===== src/rtl/xbus_pkg.sv =====
package xbus_pkg;
  typedef enum logic {
    CYC_FETCH = 1'b0,
    CYC_DATA  = 1'b1
  } cyc_kind_e;
endpackage


===== src/rtl/xbus_rst_qual.sv =====
module xbus_rst_qual #(
  parameter int LIM = 24
) (
  input  logic clk_i,
  input  logic rst_ni,
  input  logic rst_req_i,
  input  logic code_int_i,
  output logic rst_act_o,
  output logic code_int_o
);
  localparam int CW = $clog2(LIM + 1);
  localparam logic [CW-1:0] CNT_MAX  = CW'(LIM);
  localparam logic [CW-1:0] CNT_FIRE = CW'(LIM - 1);

  logic [CW-1:0] cnt_q;
  logic          act_q;
  logic          cint_q;

  always_ff @(posedge clk_i or negedge rst_ni) begin
    if (!rst_ni) begin
      cnt_q  <= '0;
      act_q  <= 1'b1;
      cint_q <= 1'b0;
    end else begin
      if (!rst_req_i)            cnt_q <= '0;
      else if (cnt_q != CNT_MAX) cnt_q <= cnt_q + CW'(1);
      // code select follows the pin only while reset is active
      if (act_q) cint_q <= code_int_i;
      if (!rst_req_i)              act_q <= 1'b0;
      else if (cnt_q == CNT_FIRE)  act_q <= 1'b1;
    end
  end

  assign rst_act_o  = act_q;
  assign code_int_o = cint_q;
endmodule


===== src/rtl/xbus_seq.sv =====
module xbus_seq
  import xbus_pkg::*;
#(
  parameter int AW      = 16,
  parameter int DW      = 8,
  parameter int CYC_LEN = 12
) (
  input  logic                       clk_i,
  input  logic                       rst_ni,
  input  logic                       rst_act_i,
  input  logic [AW-1:0]              code_addr_i,
  input  logic                       dreq_i,
  input  logic                       dwe_i,
  input  logic                       dwide_i,
  input  logic [AW-1:0]              daddr_i,
  input  logic [DW-1:0]              wdata_i,
  output logic [$clog2(CYC_LEN)-1:0] phase_o,
  output cyc_kind_e                  kind_o,
  output logic [AW-1:0]              faddr_o,
  output logic [AW-1:0]              daddr_o,
  output logic                       dwe_o,
  output logic                       dwide_o,
  output logic [DW-1:0]              wdata_o
);
  localparam int PW = $clog2(CYC_LEN);
  localparam logic [PW-1:0] PH_LAST = PW'(CYC_LEN - 1);
  localparam logic [PW-1:0] PH_MID  = PW'(CYC_LEN / 2 - 1);

  logic [PW-1:0] phase_q;
  cyc_kind_e     kind_q;
  logic [AW-1:0] faddr_q, daddr_q;
  logic          dwe_q, dwide_q;
  logic [DW-1:0] wdata_q;

  always_ff @(posedge clk_i or negedge rst_ni) begin
    if (!rst_ni) begin
      phase_q <= '0;
      kind_q  <= CYC_FETCH;
      faddr_q <= '0;
      daddr_q <= '0;
      dwe_q   <= 1'b0;
      dwide_q <= 1'b0;
      wdata_q <= '0;
    end else if (rst_act_i) begin
      phase_q <= '0;
      kind_q  <= CYC_FETCH;
      faddr_q <= code_addr_i;
      daddr_q <= '0;
      dwe_q   <= 1'b0;
      dwide_q <= 1'b0;
      wdata_q <= '0;
    end else begin
      phase_q <= (phase_q == PH_LAST) ? '0 : phase_q + PW'(1);
      if (phase_q == PH_LAST) begin
        kind_q  <= dreq_i ? CYC_DATA : CYC_FETCH;
        daddr_q <= daddr_i;
        dwe_q   <= dwe_i;
        dwide_q <= dwide_i;
        wdata_q <= wdata_i;
        faddr_q <= code_addr_i;
      end else if (phase_q == PH_MID) begin
        faddr_q <= code_addr_i;
      end
    end
  end

  assign phase_o = phase_q;
  assign kind_o  = kind_q;
  assign faddr_o = faddr_q;
  assign daddr_o = daddr_q;
  assign dwe_o   = dwe_q;
  assign dwide_o = dwide_q;
  assign wdata_o = wdata_q;
endmodule


===== src/rtl/xbus_dec.sv =====
module xbus_dec
  import xbus_pkg::*;
#(
  parameter int AW        = 16,
  parameter int DW        = 8,
  parameter int CYC_LEN   = 12,
  parameter int PH_PER_ST = 2
) (
  input  logic [$clog2(CYC_LEN)-1:0] phase_i,
  input  cyc_kind_e                  kind_i,
  input  logic                       rst_act_i,
  input  logic                       code_int_i,
  input  logic [AW-1:0]              faddr_i,
  input  logic [AW-1:0]              daddr_i,
  input  logic                       dwe_i,
  input  logic                       dwide_i,
  input  logic [DW-1:0]              wdata_i,
  input  logic [DW-1:0]              ah_latch_i,
  output logic                       ale_o,
  output logic                       code_rd_no,
  output logic                       xrd_no,
  output logic                       xwr_no,
  output logic [DW-1:0]              ad_o,
  output logic                       ad_oe_o,
  output logic [DW-1:0]              ah_o,
  output logic                       cap_o,
  output logic                       cap_data_o
);
  localparam int PW   = $clog2(CYC_LEN);
  localparam int HALF = CYC_LEN / 2;
  localparam logic [PW-1:0] HALF_P    = PW'(HALF);
  localparam logic [PW-1:0] HALF_LAST = PW'(HALF - 1);
  localparam logic [PW-1:0] ALE_END   = PW'(PH_PER_ST);
  localparam logic [PW-1:0] ADDR_END  = PW'(PH_PER_ST);
  localparam logic [PW-1:0] STB_BEG   = PW'(HALF / 2);
  localparam logic [PW-1:0] DSTB_END  = PW'(CYC_LEN - 2);

  logic          hi_half;
  logic [PW-1:0] q;

  assign hi_half = phase_i >= HALF_P;
  assign q       = hi_half ? phase_i - HALF_P : phase_i;

  always_comb begin
    ale_o      = 1'b0;
    code_rd_no = 1'b1;
    xrd_no     = 1'b1;
    xwr_no     = 1'b1;
    ad_o       = '0;
    ad_oe_o    = 1'b0;
    ah_o       = ah_latch_i;
    cap_o      = 1'b0;
    cap_data_o = 1'b0;
    if (!rst_act_i) begin
      unique case (kind_i)
        CYC_FETCH: begin
          ale_o = q < ALE_END;
          if (!code_int_i) begin
            ah_o = faddr_i[AW-1:DW];
            if (q <= ADDR_END) begin
              ad_oe_o = 1'b1;
              ad_o    = faddr_i[DW-1:0];
            end
            if (q >= STB_BEG) code_rd_no = 1'b0;
            cap_o = q == HALF_LAST;
          end
        end
        CYC_DATA: begin
          // second latch pulse and both code pulses are dropped
          ale_o = phase_i < ALE_END;
          if (dwide_i) ah_o = daddr_i[AW-1:DW];
          if (phase_i <= ADDR_END) begin
            ad_oe_o = 1'b1;
            ad_o    = daddr_i[DW-1:0];
          end else if (dwe_i) begin
            ad_oe_o = 1'b1;
            ad_o    = wdata_i;
          end
          if (phase_i >= STB_BEG && phase_i <= DSTB_END) begin
            if (dwe_i) xwr_no = 1'b0;
            else       xrd_no = 1'b0;
          end
          cap_o      = !dwe_i && (phase_i == DSTB_END);
          cap_data_o = 1'b1;
        end
        default: ;
      endcase
    end
  end
endmodule


===== src/rtl/xbus_cap.sv =====
module xbus_cap #(
  parameter int DW = 8
) (
  input  logic          clk_i,
  input  logic          rst_ni,
  input  logic          cap_i,
  input  logic          cap_data_i,
  input  logic [DW-1:0] ad_i,
  output logic [DW-1:0] rdata_o,
  output logic          vld_o,
  output logic          is_data_o
);
  always_ff @(posedge clk_i or negedge rst_ni) begin
    if (!rst_ni) begin
      rdata_o   <= '0;
      vld_o     <= 1'b0;
      is_data_o <= 1'b0;
    end else begin
      vld_o <= cap_i;
      if (cap_i) begin
        rdata_o   <= ad_i;
        is_data_o <= cap_data_i;
      end
    end
  end
endmodule


===== src/rtl/xbus_strobe_gen.sv =====
module xbus_strobe_gen
  import xbus_pkg::*;
#(
  parameter int DW        = 8,
  parameter int STATES    = 6,
  parameter int PH_PER_ST = 2,
  parameter int RST_MCYC  = 2
) (
  input  logic            clk_i,
  input  logic            rst_ni,
  input  logic            rst_req_i,
  input  logic            code_int_i,
  input  logic [2*DW-1:0] code_addr_i,
  input  logic            dreq_i,
  input  logic            dwe_i,
  input  logic            dwide_i,
  input  logic [2*DW-1:0] daddr_i,
  input  logic [DW-1:0]   wdata_i,
  input  logic [DW-1:0]   ah_latch_i,
  input  logic [DW-1:0]   ad_i,
  output logic            addr_latch_o,
  output logic            code_rd_no,
  output logic            xrd_no,
  output logic            xwr_no,
  output logic [DW-1:0]   ad_o,
  output logic            ad_oe_o,
  output logic [DW-1:0]   ah_o,
  output logic [DW-1:0]   rdata_o,
  output logic            rdata_vld_o,
  output logic            rdata_is_data_o
);
  localparam int AW      = 2 * DW;
  localparam int CYC_LEN = STATES * PH_PER_ST;
  localparam int RST_LIM = RST_MCYC * CYC_LEN;
  localparam int PW      = $clog2(CYC_LEN);

  logic          rst_act, code_int_q;
  logic [PW-1:0] phase;
  cyc_kind_e     kind;
  logic [AW-1:0] faddr, daddr_q;
  logic          dwe_q, dwide_q;
  logic [DW-1:0] wdata_q;
  logic          cap, cap_data;

  xbus_rst_qual #(.LIM(RST_LIM)) i_rst_qual (
    .clk_i      (clk_i),
    .rst_ni     (rst_ni),
    .rst_req_i  (rst_req_i),
    .code_int_i (code_int_i),
    .rst_act_o  (rst_act),
    .code_int_o (code_int_q)
  );

  xbus_seq #(.AW(AW), .DW(DW), .CYC_LEN(CYC_LEN)) i_seq (
    .clk_i       (clk_i),
    .rst_ni      (rst_ni),
    .rst_act_i   (rst_act),
    .code_addr_i (code_addr_i),
    .dreq_i      (dreq_i),
    .dwe_i       (dwe_i),
    .dwide_i     (dwide_i),
    .daddr_i     (daddr_i),
    .wdata_i     (wdata_i),
    .phase_o     (phase),
    .kind_o      (kind),
    .faddr_o     (faddr),
    .daddr_o     (daddr_q),
    .dwe_o       (dwe_q),
    .dwide_o     (dwide_q),
    .wdata_o     (wdata_q)
  );

  xbus_dec #(.AW(AW), .DW(DW), .CYC_LEN(CYC_LEN), .PH_PER_ST(PH_PER_ST)) i_dec (
    .phase_i    (phase),
    .kind_i     (kind),
    .rst_act_i  (rst_act),
    .code_int_i (code_int_q),
    .faddr_i    (faddr),
    .daddr_i    (daddr_q),
    .dwe_i      (dwe_q),
    .dwide_i    (dwide_q),
    .wdata_i    (wdata_q),
    .ah_latch_i (ah_latch_i),
    .ale_o      (addr_latch_o),
    .code_rd_no (code_rd_no),
    .xrd_no     (xrd_no),
    .xwr_no     (xwr_no),
    .ad_o       (ad_o),
    .ad_oe_o    (ad_oe_o),
    .ah_o       (ah_o),
    .cap_o      (cap),
    .cap_data_o (cap_data)
  );

  xbus_cap #(.DW(DW)) i_cap (
    .clk_i      (clk_i),
    .rst_ni     (rst_ni),
    .cap_i      (cap),
    .cap_data_i (cap_data),
    .ad_i       (ad_i),
    .rdata_o    (rdata_o),
    .vld_o      (rdata_vld_o),
    .is_data_o  (rdata_is_data_o)
  );
endmodule


===== config.mk =====
export PLATFORM = sky130hd
export DESIGN_NAME = xbus_strobe_gen
export DESIGN_NICKNAME = d
export VERILOG_FILES = /design/src/rtl/xbus_pkg.sv /design/src/rtl/xbus_rst_qual.sv /design/src/rtl/xbus_seq.sv /design/src/rtl/xbus_dec.sv /design/src/rtl/xbus_cap.sv /design/src/rtl/xbus_strobe_gen.sv
export SDC_FILE = /design/constraint.sdc
export NUM_CORES = 1
export LEC_CHECK = 0
export CAP_MARGIN = 0
export CORE_MARGIN = 10
export CORE_UTILIZATION = 30
export DETAILED_ROUTE_END_ITERATION = 10
export GPL_ROUTABILITY_DRIVEN = 0
export PLACE_DENSITY = 0.52
export SLEW_MARGIN = 10
export SYNTH_ARGS = -nofsm -noshare
export SYNTH_HDL_FRONTEND = slang
export SYNTH_HIERARCHICAL = 1
export SYNTH_SLANG_ARGS = --single-unit

===== constraint.sdc =====
create_clock -name clk_i -period 2.8 [get_ports clk_i]
set_input_delay 0.42 -clock clk_i [delete_from_list [all_inputs] [get_ports clk_i]]
set_output_delay 0.42 -clock clk_i [all_outputs]
set_load 0.02 [all_outputs]

==> impl_metrics.tcl, run 1 <==
set metrics [dict create \
    status "finished clean" \
    netlist_area_um2 3310 \
    p_sw_mw 1.88 \
    grt_overflow 0 \
    finalCritPeriodShare_pct 94.1 \
    max-slew-margin-rel_pct 44.6 \
    die_w_um 125 \
    drive_gt1_share_pct 13.7 \
    maxCapViolCount 0 \
    syn-instance-count 332 \
    final_antenna_net_count 0 \
    avgSynthCellArea_um2 9.98 \
    postCtsHoldBufs 0 \
    grt_pass1_vias 2902 \
    dieArea_um2 15600 \
    insertion_delay_ns 0.33 \
    swShare_pct 39.0 \
    grt_use_total_pct 12.0 \
    ys_async_sr_fraction_pct 100 \
    grt_setup_unrepaired "false" \
    cp-start-kind "flop" \
    crit_arrival_ns 2.21 \
    fp-row-count 38 \
    antenna_found_initial 0 \
    dp_slack_ns 0.251 \
    drt_pass1_iterations 4 \
    clock-sinks 64 \
    rr_worst_depth 6 \
    drv_slew 0 \
    max_freq_ghz 0.380 \
    cp_max_fo 9 \
    worstMarginPinSlew_ns 0.830 \
    numCtsBuffers 9 \
    skew_ns 0.00798 \
    post-dp-hpwl_mm 6.84 \
    yosys_warnings 6 \
    grt_pass1_wl_mm 15.6 \
    timing.final.ws_setup_ns 0.165 \
    start_util_pct 30.6 \
    fin_util_pct 42.7 \
    core_region_area_um2 10800 \
    yosysTopAreaCell "dfrtp_1" \
    leakage_nw 2.15 \
    rrSetupSlack_ns 0.69 \
    clkTransAtPathRegs_ns 0.07 \
    die_h_um 125 \
    synth_seq_cells 64 \
    num-fill-cells 1097 \
    port_buffers 93 \
    intPower_mw 2.95 \
    wl_mm 9.34 \
    worstSetupPathType "flop to primary output" \
    vias_per_cell 4.81 \
    synth_edf_count 0 \
    synth_top_cells_by_count "65 x nand2_1, 63 x dfrtp_1, 41 x a21oi_1" \
    grt_max_degree 65 \
    power_frac_comb_pct 53.0 \
    yosysTopAreaCellShare_pct 47.6 \
    ys_seq_area_share_pct 48.4 \
    peakVddDrop_v 0.000417 \
    hp-class "input port to asynchronous set/reset pin" \
    diodes 0 \
    cp.required_ns 2.38 \
    period_needed_ns 2.63 \
    cts_buffer_depth 2 \
    power_frac_seq_pct 33.0 \
    setup_viol 0 \
    p_clk_share_pct 14.0 \
    htreeDepth 3 \
    root_buffer "clkbuf_8" \
    yosysUniqueCellTypes 47 \
    crit_path_end_kind "primary output" \
    post_drt_wl_per_cell_um 16.2 \
    r2r_start "i_seq/phase_o[1]$_DFF_PN0_" \
    drc 0 \
    area_growth_pct 39.9 \
    p_per_area_nw_per_um2 1040 \
    ys.flop_type "dfrtp_1" \
    hold_violations 0 \
    ys_top_cells_by_area "dfrtp_1 48%, nand2_1 7.4%, a21oi_1 6.2%" \
    num_vias 2775 \
    yosys.cell_count.top_type "nand2_1" \
    ioPinCount 94 \
    tritoncts "done" \
    rr_endpoint "i_seq/faddr_o[7]$_DFFE_PN0P_" \
    crit_start "i_seq/phase_o[1]$_DFF_PN0_" \
    fin_nets 503 \
    dr.first_iter.drc_count 138 \
    synth_nets 401 \
]
-- per-layer routing --
metal	up-vias	part of all wire, %	track usage (%)
met1	1334	48	15.6
met4	0	0	3.86
li1	1366	-	-
met5	-	0	0
met3	0	4.8	3.42
met2	75	47	18.8
-- repair_timing --
item                                    CTS  global route
endpoints found under the setup margin   18            13
pin swaps                                 0             1
buffers inserted                          0             2
gates resized for setup                   9            14
-- area by class of cell --
| cell class | instances | area [µm²] | area share [%] |
|---|---|---|---|
| clock buffers | 10 | 138 | 2.97 |
| clock inverters | 4 | 22.5 | 0.486 |
| inverters | 8 | 30.0 | 0.648 |
| multi-input cells | 240 | 1580 | 34.1 |
| flip-flops and latches | 64 | 1610 | 34.7 |
| well taps | 140 | 175 | 3.78 |
| repair buffers | 111 | 1080 | 23.3 |
-- how the worst max path moves through the flow --
stage	to	slack, ns	cells after the start
2_1_floorplan	ad_o[0]	0.76	7
3_3_place_gp	ad_o[7]	0.28	6
3_5_place_dp	ah_o[7]	0.25	5
4_1_cts	ad_o[7]	-0.11	6
5_1_grt	xwr_no	0.05	7
6_report	xwr_no	0.17	6
-- cell usage in the layout, fill, tap and decap left out, types with 2 or more instances in the layout --
| cell | count |
|---|---|
| clkdlybuf4s50_1 | 74 |
| nand2_1 | 65 |
| dfrtp_1 | 62 |
| a21oi_1 | 41 |
| buf_4 | 18 |
| nand3_1 | 18 |
| dlymetal6s2s_1 | 11 |
| clkbuf_8 | 10 |
| mux2_1 | 10 |
| mux2_4 | 9 |
| nor2b_1 | 9 |
| a31oi_1 | 9 |
| inv_1 | 8 |
| a22o_1 | 8 |
| a21o_1 | 8 |
| mux2_2 | 7 |
| dlygate4sd2_1 | 7 |
| nor2_1 | 6 |
| ha_1 | 6 |
| nand2b_1 | 5 |
| mux2i_1 | 4 |
| clkinv_2 | 3 |
| and3_1 | 3 |
| o21ai_0 | 3 |
| nor3_1 | 3 |
| nor2_4 | 2 |
| o21a_1 | 2 |
| nor3b_1 | 2 |
-- sequential cells by signal, summed over array words and instances, names as in the netlist --
signal,count
i_cap/rdata_o,8
i_seq/daddr_o,16
i_rst_qual/cnt_q,5
i_seq/dwide_o,1
i_seq/wdata_o,8
i_seq/faddr_o,16
i_seq/dwe_o,1
i_seq/kind_o,1
i_rst_qual/code_int_o,1
i_seq/phase_o,4
i_cap/is_data_o,1
i_rst_qual/rst_act_o,1
i_cap/vld_o,1
-- power groups by stage --
stage / registers, mW / logic, mW / clock network [mW]
floorplan: 1.61 / 1.56 / 0
global placement: 1.61 / 2.62 / 0
detailed placement: 1.61 / 2.66 / 0
CTS: 1.60 / 2.60 / 0.713
global route: 1.66 / 2.77 / 0.754
finish: 1.60 / 2.56 / 0.676
-- kinds of logic (layout without fill, tap and decap cells) --
kind of cell	Yosys count	in the layout	share of synthesized area, %
AND/OR/NAND/NOR	125	125	18.8
AO/OA/AOI/OAI	78	78	15.1
buffers and inverters	28	133	4.16
flip-flops	64	64	48.4
adder cells (fa/ha/maj)	6	6	2.27
multiplexers	30	30	11.1
XOR/XNOR	1	1	0.264
-- worst max-delay path, cell delays in order, from the launching register on --
cell and delay [ns]:
dfrtp_1 0.40, ha_1 0.19, nor2b_2 0.17, nor2_4 0.23, a21oi_1 0.14, nand3_1 0.12, clkdlybuf4s50_1 0.62
-- per-stage QoR --
| stage | hold slack, ns | power, mW | cell area, µm² | cells | setup TNS [ns] |
|---|---|---|---|---|---|
| floorplan | 0.124 | 3.17 | 3310 | 332 | 0 |
| global placement | 0.474 | 4.23 | 4430 | 561 | 0 |
| detailed placement | 0.481 | 4.27 | 4430 | 561 | 0 |
| CTS | 0.293 | 4.92 | 4580 | 575 | -0.523 |
| global route | 0.327 | 5.18 | 4630 | 577 | 0 |
| finish | 0.243 | 4.83 | 4630 | 577 | 0 |
(Power assumes the default switching activity.)
==> run 2, diff against run 1 <==
--- a/config.mk
+++ b/config.mk
@@ -7,10 +7,10 @@
 export LEC_CHECK = 0
 export CAP_MARGIN = 0
 export CORE_MARGIN = 10
-export CORE_UTILIZATION = 30
+export CORE_UTILIZATION = 48
 export DETAILED_ROUTE_END_ITERATION = 10
 export GPL_ROUTABILITY_DRIVEN = 0
-export PLACE_DENSITY = 0.52
+export PLACE_DENSITY = 0.77
 export SLEW_MARGIN = 10
 export SYNTH_ARGS = -nofsm -noshare
 export SYNTH_HDL_FRONTEND = slang
==> impl_metrics.tcl, run 2 (synthesis results as in run 1) <==
set metrics [dict create \
    grt_max_degree 35 \
    postCtsHoldBufs 0 \
    slowest_delay_ns 0.60 \
    grt_overflow 0 \
    core_region_area_um2 6760 \
    grt_pass1_wl_mm 14.5 \
    hp-class "input port to asynchronous set/reset pin" \
    crit_arrival_ns 2.29 \
    dr.first_iter.drc_count 177 \
    place_area_um2 4360 \
    fin_cells 517 \
    insertion_delay_ns 0.34 \
    fin_util_pct 68.6 \
    vias_per_cell 5.41 \
    path_common_cell "buf_4" \
    max-slew-margin-rel_pct 51.2 \
    port_buffers 93 \
    cts_buffer_depth 2 \
    cpLargestDelayFamily "buffers and inverters" \
    busiest_layer "met2" \
    max_freq_ghz 0.369 \
    status "finished clean" \
    dp_cells 500 \
    post-dp-hpwl_mm 6.32 \
    hold_violations 0 \
    met3_usage_pct 5.63 \
    finalCritPeriodShare_pct 96.7 \
    path_cells "buf_4 -> nor3_2 -> buf_4 -> nor2_4 -> a21o_1 -> clkdlybuf4s50_1" \
    design_area_um2 4630 \
    cp_max_fo 12 \
    skew_ns 0.00544 \
    die_h_um 103 \
    crit_buf_inv 3 \
    wl_mm 8.69 \
    drive_gt1_share_pct 13.7 \
    cp.required_ns 2.38 \
    area_growth_pct 39.9 \
    leakage_nw 2.19 \
    root_buffer "clkbuf_8" \
    grt_use_met1_pct 20.7 \
    crit_path_end_kind "primary output" \
    num_vias 2795 \
    post_drt_wl_per_cell_um 16.8 \
    cp-start-kind "flop" \
    antenna_found_initial 0 \
    dieArea_um2 10600 \
    drc 0 \
    ioPinCount 94 \
    htreeDepth 3 \
    drv_slew 0 \
    setup_viol 0 \
    clkTransAtPathRegs_ns 0.07 \
    drt_pass1_iterations 4 \
    grt_pass1_vias 2990 \
    period_needed_ns 2.71 \
    fp-row-count 30 \
    worstSetupPathType "flop to primary output" \
    diodes 0 \
    tritoncts "done" \
    p_per_area_nw_per_um2 1090 \
    fin_nets 501 \
    numCtsBuffers 9 \
    worstMarginPinSlew_ns 0.732 \
    final_antenna_net_count 0 \
    start_util_pct 49.0 \
    grt_use_total_pct 17.4 \
    met2_usage_pct 29.7 \
    crit_slowest_cell "clkdlybuf4s50_1" \
    peakVddDrop_v 0.000609 \
    final_cell_mix "77 x clkdlybuf4s50_1, 65 x nand2_1, 62 x dfrtp_1" \
    clock-sinks 64 \
    die_w_um 103 \
    final_common_cell "clkdlybuf4s50_1" \
    maxCapViolCount 0 \
]
[run 2: what timing repair did]
| action | CTS | global route |
|---|---|---|
| pin swaps | 0 | 1 |
| endpoints found under the setup margin | 17 | 19 |
| setup buffers | 0 | 1 |
| gates cloned | 0 | 0 |
| gates resized for setup | 3 | 17 |
[run 2: path summary, 6_finish.rpt]
path / start / to / slack (ns) / depth (start not counted)
setup reg to reg: i_seq/phase_o[1]$_DFF_PN0_ / i_cap/rdata_o[0]$_DFFE_PN0P_ / 0.62 / 7
hold reg to reg: i_seq/faddr_o[12]$_DFFE_PN0P_ / i_seq/faddr_o[12]$_DFFE_PN0P_ / 0.50 / 1
setup / recovery: i_rst_qual/rst_act_o$_DFFE_PN1P_ / ah_o[3] / 0.09 / 6
max in group asynchronous: rst_ni / i_seq/kind_o$_DFFE_PN0P_ / 2.02 / 2
min in group clk_i: i_seq/faddr_o[12]$_DFFE_PN0P_ / i_seq/faddr_o[12]$_DFFE_PN0P_ / 0.50 / 1
hold / removal: rst_ni / i_cap/rdata_o[1]$_DFFE_PN0P_ / 0.13 / 1
[run 2: report_power, final]
group / total, mW / internal, mW / switching (mW) / leakage (nW)
Combinational: 2.59 / 1.31 / 1.28 / 1.30
Sequential: 1.58 / 1.33 / 0.253 / 0.773
Clock: 0.873 / 0.520 / 0.353 / 0.112
[run 2: area by class of cell]
cell class                      instances  area [µm²]
Multi-Input combinational cell        240        1590
Inverter                                8        30.0
Fill cell                             533        2120
Timing Repair Buffer                  109        1090
Clock buffer                           10         138
Tap cell                               80         100
Sequential cell                        64        1600
Clock inverter                          6        82.6
[run 2: metrics by stage]
step | setup WS [ns] | setup TNS (ns) | total power, mW | hold WS [ns]
floorplan | 0.758 | 0 | 3.17 | 0.124
global placement | 0.300 | 0 | 4.16 | 0.473
detailed placement | 0.293 | 0 | 4.22 | 0.479
CTS | -0.0813 | -0.427 | 5.09 | 0.151
global route | -0.00309 | -0.00309 | 5.38 | 0.186
finish | 0.0929 | 0 | 5.04 | 0.134
[run 2: per-layer routing]
metal  vias to the layer above  share of wire (%)
met5                         -                  0
met2                        75                 51
met3                         8                6.0
met4                         0               0.93
li1                       1356                  -
met1                      1356                 42
==> run 3, diff against run 2 <==
--- a/config.mk
+++ b/config.mk
@@ -7,10 +7,10 @@
 export LEC_CHECK = 0
 export CAP_MARGIN = 0
 export CORE_MARGIN = 10
-export CORE_UTILIZATION = 48
+export CORE_UTILIZATION = 55
 export DETAILED_ROUTE_END_ITERATION = 10
-export GPL_ROUTABILITY_DRIVEN = 0
-export PLACE_DENSITY = 0.77
+export DONT_BUFFER_PORTS = 1
+export PLACE_DENSITY = 0.67
 export SLEW_MARGIN = 10
 export SYNTH_ARGS = -nofsm -noshare
 export SYNTH_HDL_FRONTEND = slang
==> constraint.sdc (replaced) <==
create_clock -name clk_i -period 2.6 [get_ports clk_i]
set_input_delay 0.39 -clock clk_i [delete_from_list [all_inputs] [get_ports clk_i]]
set_output_delay 0.39 -clock clk_i [all_outputs]
set_load 0.02 [all_outputs]
==> impl_metrics.tcl, run 3 (synthesis results as in run 1) <==
set metrics [dict create \
    period_needed_ns 2.47 \
    antenna_found_initial 0 \
    rrSetupSlack_ns 0.36 \
    dieArea_um2 9530 \
    port_buffers 0 \
    hold_end "i_rst_qual/rst_act_o$_DFFE_PN1P_" \
    post_drt_wl_per_cell_um 18.9 \
    grt_max_degree 65 \
    final_cell_mix "65 x nand2_1, 62 x dfrtp_1, 41 x a21oi_1" \
    peakVddDrop_v 0.000678 \
    r2r_start "i_seq/phase_o[0]$_DFF_PN0_" \
    grt_overflow 0 \
    swShare_pct 40.1 \
    start_util_pct 56.3 \
    route.met3.wl_um 677 \
    grt_pass1_vias 2500 \
    rr_endpoint "i_seq/faddr_o[8]$_DFFE_PN0P_" \
    hp-class "input port to flop" \
    cp_max_fo 14 \
    p_total_mw 4.90 \
    leakage_nw 1.70 \
    grt_use_total_pct 16.6 \
    cp.required_ns 2.21 \
    clock-sinks 64 \
    min_from "rst_req_i" \
    num_vias 2519 \
    area_growth_pct 11.7 \
    crit_path_end_kind "primary output" \
    dr.first_iter.drc_count 201 \
    wl_met2_mm 3.73 \
    drv_slew 0 \
    fp-row-count 28 \
    grt_pass1_wl_mm 13.1 \
    intPower_mw 2.93 \
    dp_slack_ns 0.344 \
    diodes 0 \
    power_frac_seq_pct 37.3 \
    die_w_um 97.6 \
    wl_mm 8.01 \
    skew_ns 0.0100 \
    core_region_area_um2 5890 \
    status "finished clean" \
    num-fill-cells 508 \
    maxCapViolCount 0 \
    cts_buffer_depth 2 \
    die_h_um 97.6 \
    setup_viol 0 \
    setup-tns-final_ns 0 \
    p_sw_mw 1.96 \
    final_antenna_net_count 0 \
    post-dp-hpwl_mm 5.71 \
    rr_worst_depth 5 \
    max_freq_ghz 0.404 \
    numCtsBuffers 9 \
    tritoncts "done" \
    wl_met1_mm 3.53 \
    clkTransAtPathRegs_ns 0.07 \
    grt_setup_unrepaired "false" \
    worstMarginPinSlew_ns 0.606 \
    max-slew-margin-rel_pct 59.4 \
    root_buffer "clkbuf_8" \
    postCtsSetupBuffers 0 \
    finalCritPeriodShare_pct 95.1 \
    power_frac_comb_pct 44.6 \
    p_per_area_nw_per_um2 1320 \
    hold_violations 0 \
    ioPinCount 94 \
    timing.final.ws_setup_ns 0.127 \
    drc 0 \
    final_common_cell "nand2_1" \
    fin_nets 414 \
    worstSetupPathType "flop to primary output" \
    htreeDepth 3 \
    p_clk_share_pct 18.1 \
    insertion_delay_ns 0.33 \
    vias_per_cell 5.94 \
    routed.top_layer "met4" \
    drt_pass1_iterations 5 \
    drive_gt1_share_pct 17.8 \
    cp-start-kind "flop" \
    place_congestion 0.823 \
    crit_arrival_ns 2.08 \
    min_delay_path_depth 1 \
]
[run 3: worst max-delay path: stages (launching register included)]
cell and delay [ns]:
dfrtp_2 0.50, ha_1 0.22, nor2b_2 0.17, or2_1 0.30, buf_4 0.18, nand3_1 0.09
a31oi_1 0.10, buf_4 0.19
[run 3: power by group through the flow]
stage	Clock, mW	Combinational [mW]	Sequential [mW]
4_1_cts	0.903	2.19	1.83
3_5_place_dp	0	2.16	1.84
5_1_grt	0.946	2.38	1.89
3_3_place_gp	0	2.12	1.83
6_report	0.884	2.18	1.83
2_1_floorplan	0	1.69	1.73
[run 3: through the flow]
stage	area [µm²]	hold slack (ns)	utilization [%]	cells
floorplan	3310	0.0944	-	332
global placement	3450	0.0966	58.6	407
detailed placement	3450	0.0967	58.6	407
CTS	3690	0.133	62.7	424
global route	3700	0.137	62.9	424
finish	3700	0.142	62.9	424
[run 3: metal layers]
layer / up-vias / track usage (%)
met1: 1239 / 22.3
met4: 0 / 4.92
met3: 9 / 5.05
met5: - / 0
met2: 86 / 24.8
li1: 1185 / -
[run 3: layout make-up]
cell class                 instances  area, µm²  share of cell area (%)
inverter                           8       30.0                   0.812
sequential                        64       1600                    43.4
timing repair buffer              22        188                    5.07
multi-input combinational        240       1580                    42.7
clock inverter                     3       40.0                    1.08
tap                               75       93.8                    2.54
clock buffer                      12        165                    4.46
[run 3: what timing repair did]
item                       in CTS  in global routing
hold endpoints to repair       64                  0
hold buffers                    2                  0
setup endpoints to repair       3                  7
pin swaps                       0                  0
resized for setup               1                  3
[run 3: worst max path at each step]
stage / startpoint / end / cells after the start
finish: i_seq/phase_o[1]$_DFF_PN0_ / ad_o[1] / 7
floorplan: i_seq/phase_o[2]$_DFF_PN0_ / ad_o[0] / 7
global placement: i_seq/phase_o[1]$_DFF_PN0_ / ad_oe_o / 7
global route: i_seq/kind_o$_DFFE_PN0P_ / ad_o[0] / 5
CTS: i_seq/phase_o[1]$_DFF_PN0_ / ad_o[1] / 7
detailed placement: i_seq/phase_o[1]$_DFF_PN0_ / ad_oe_o / 7
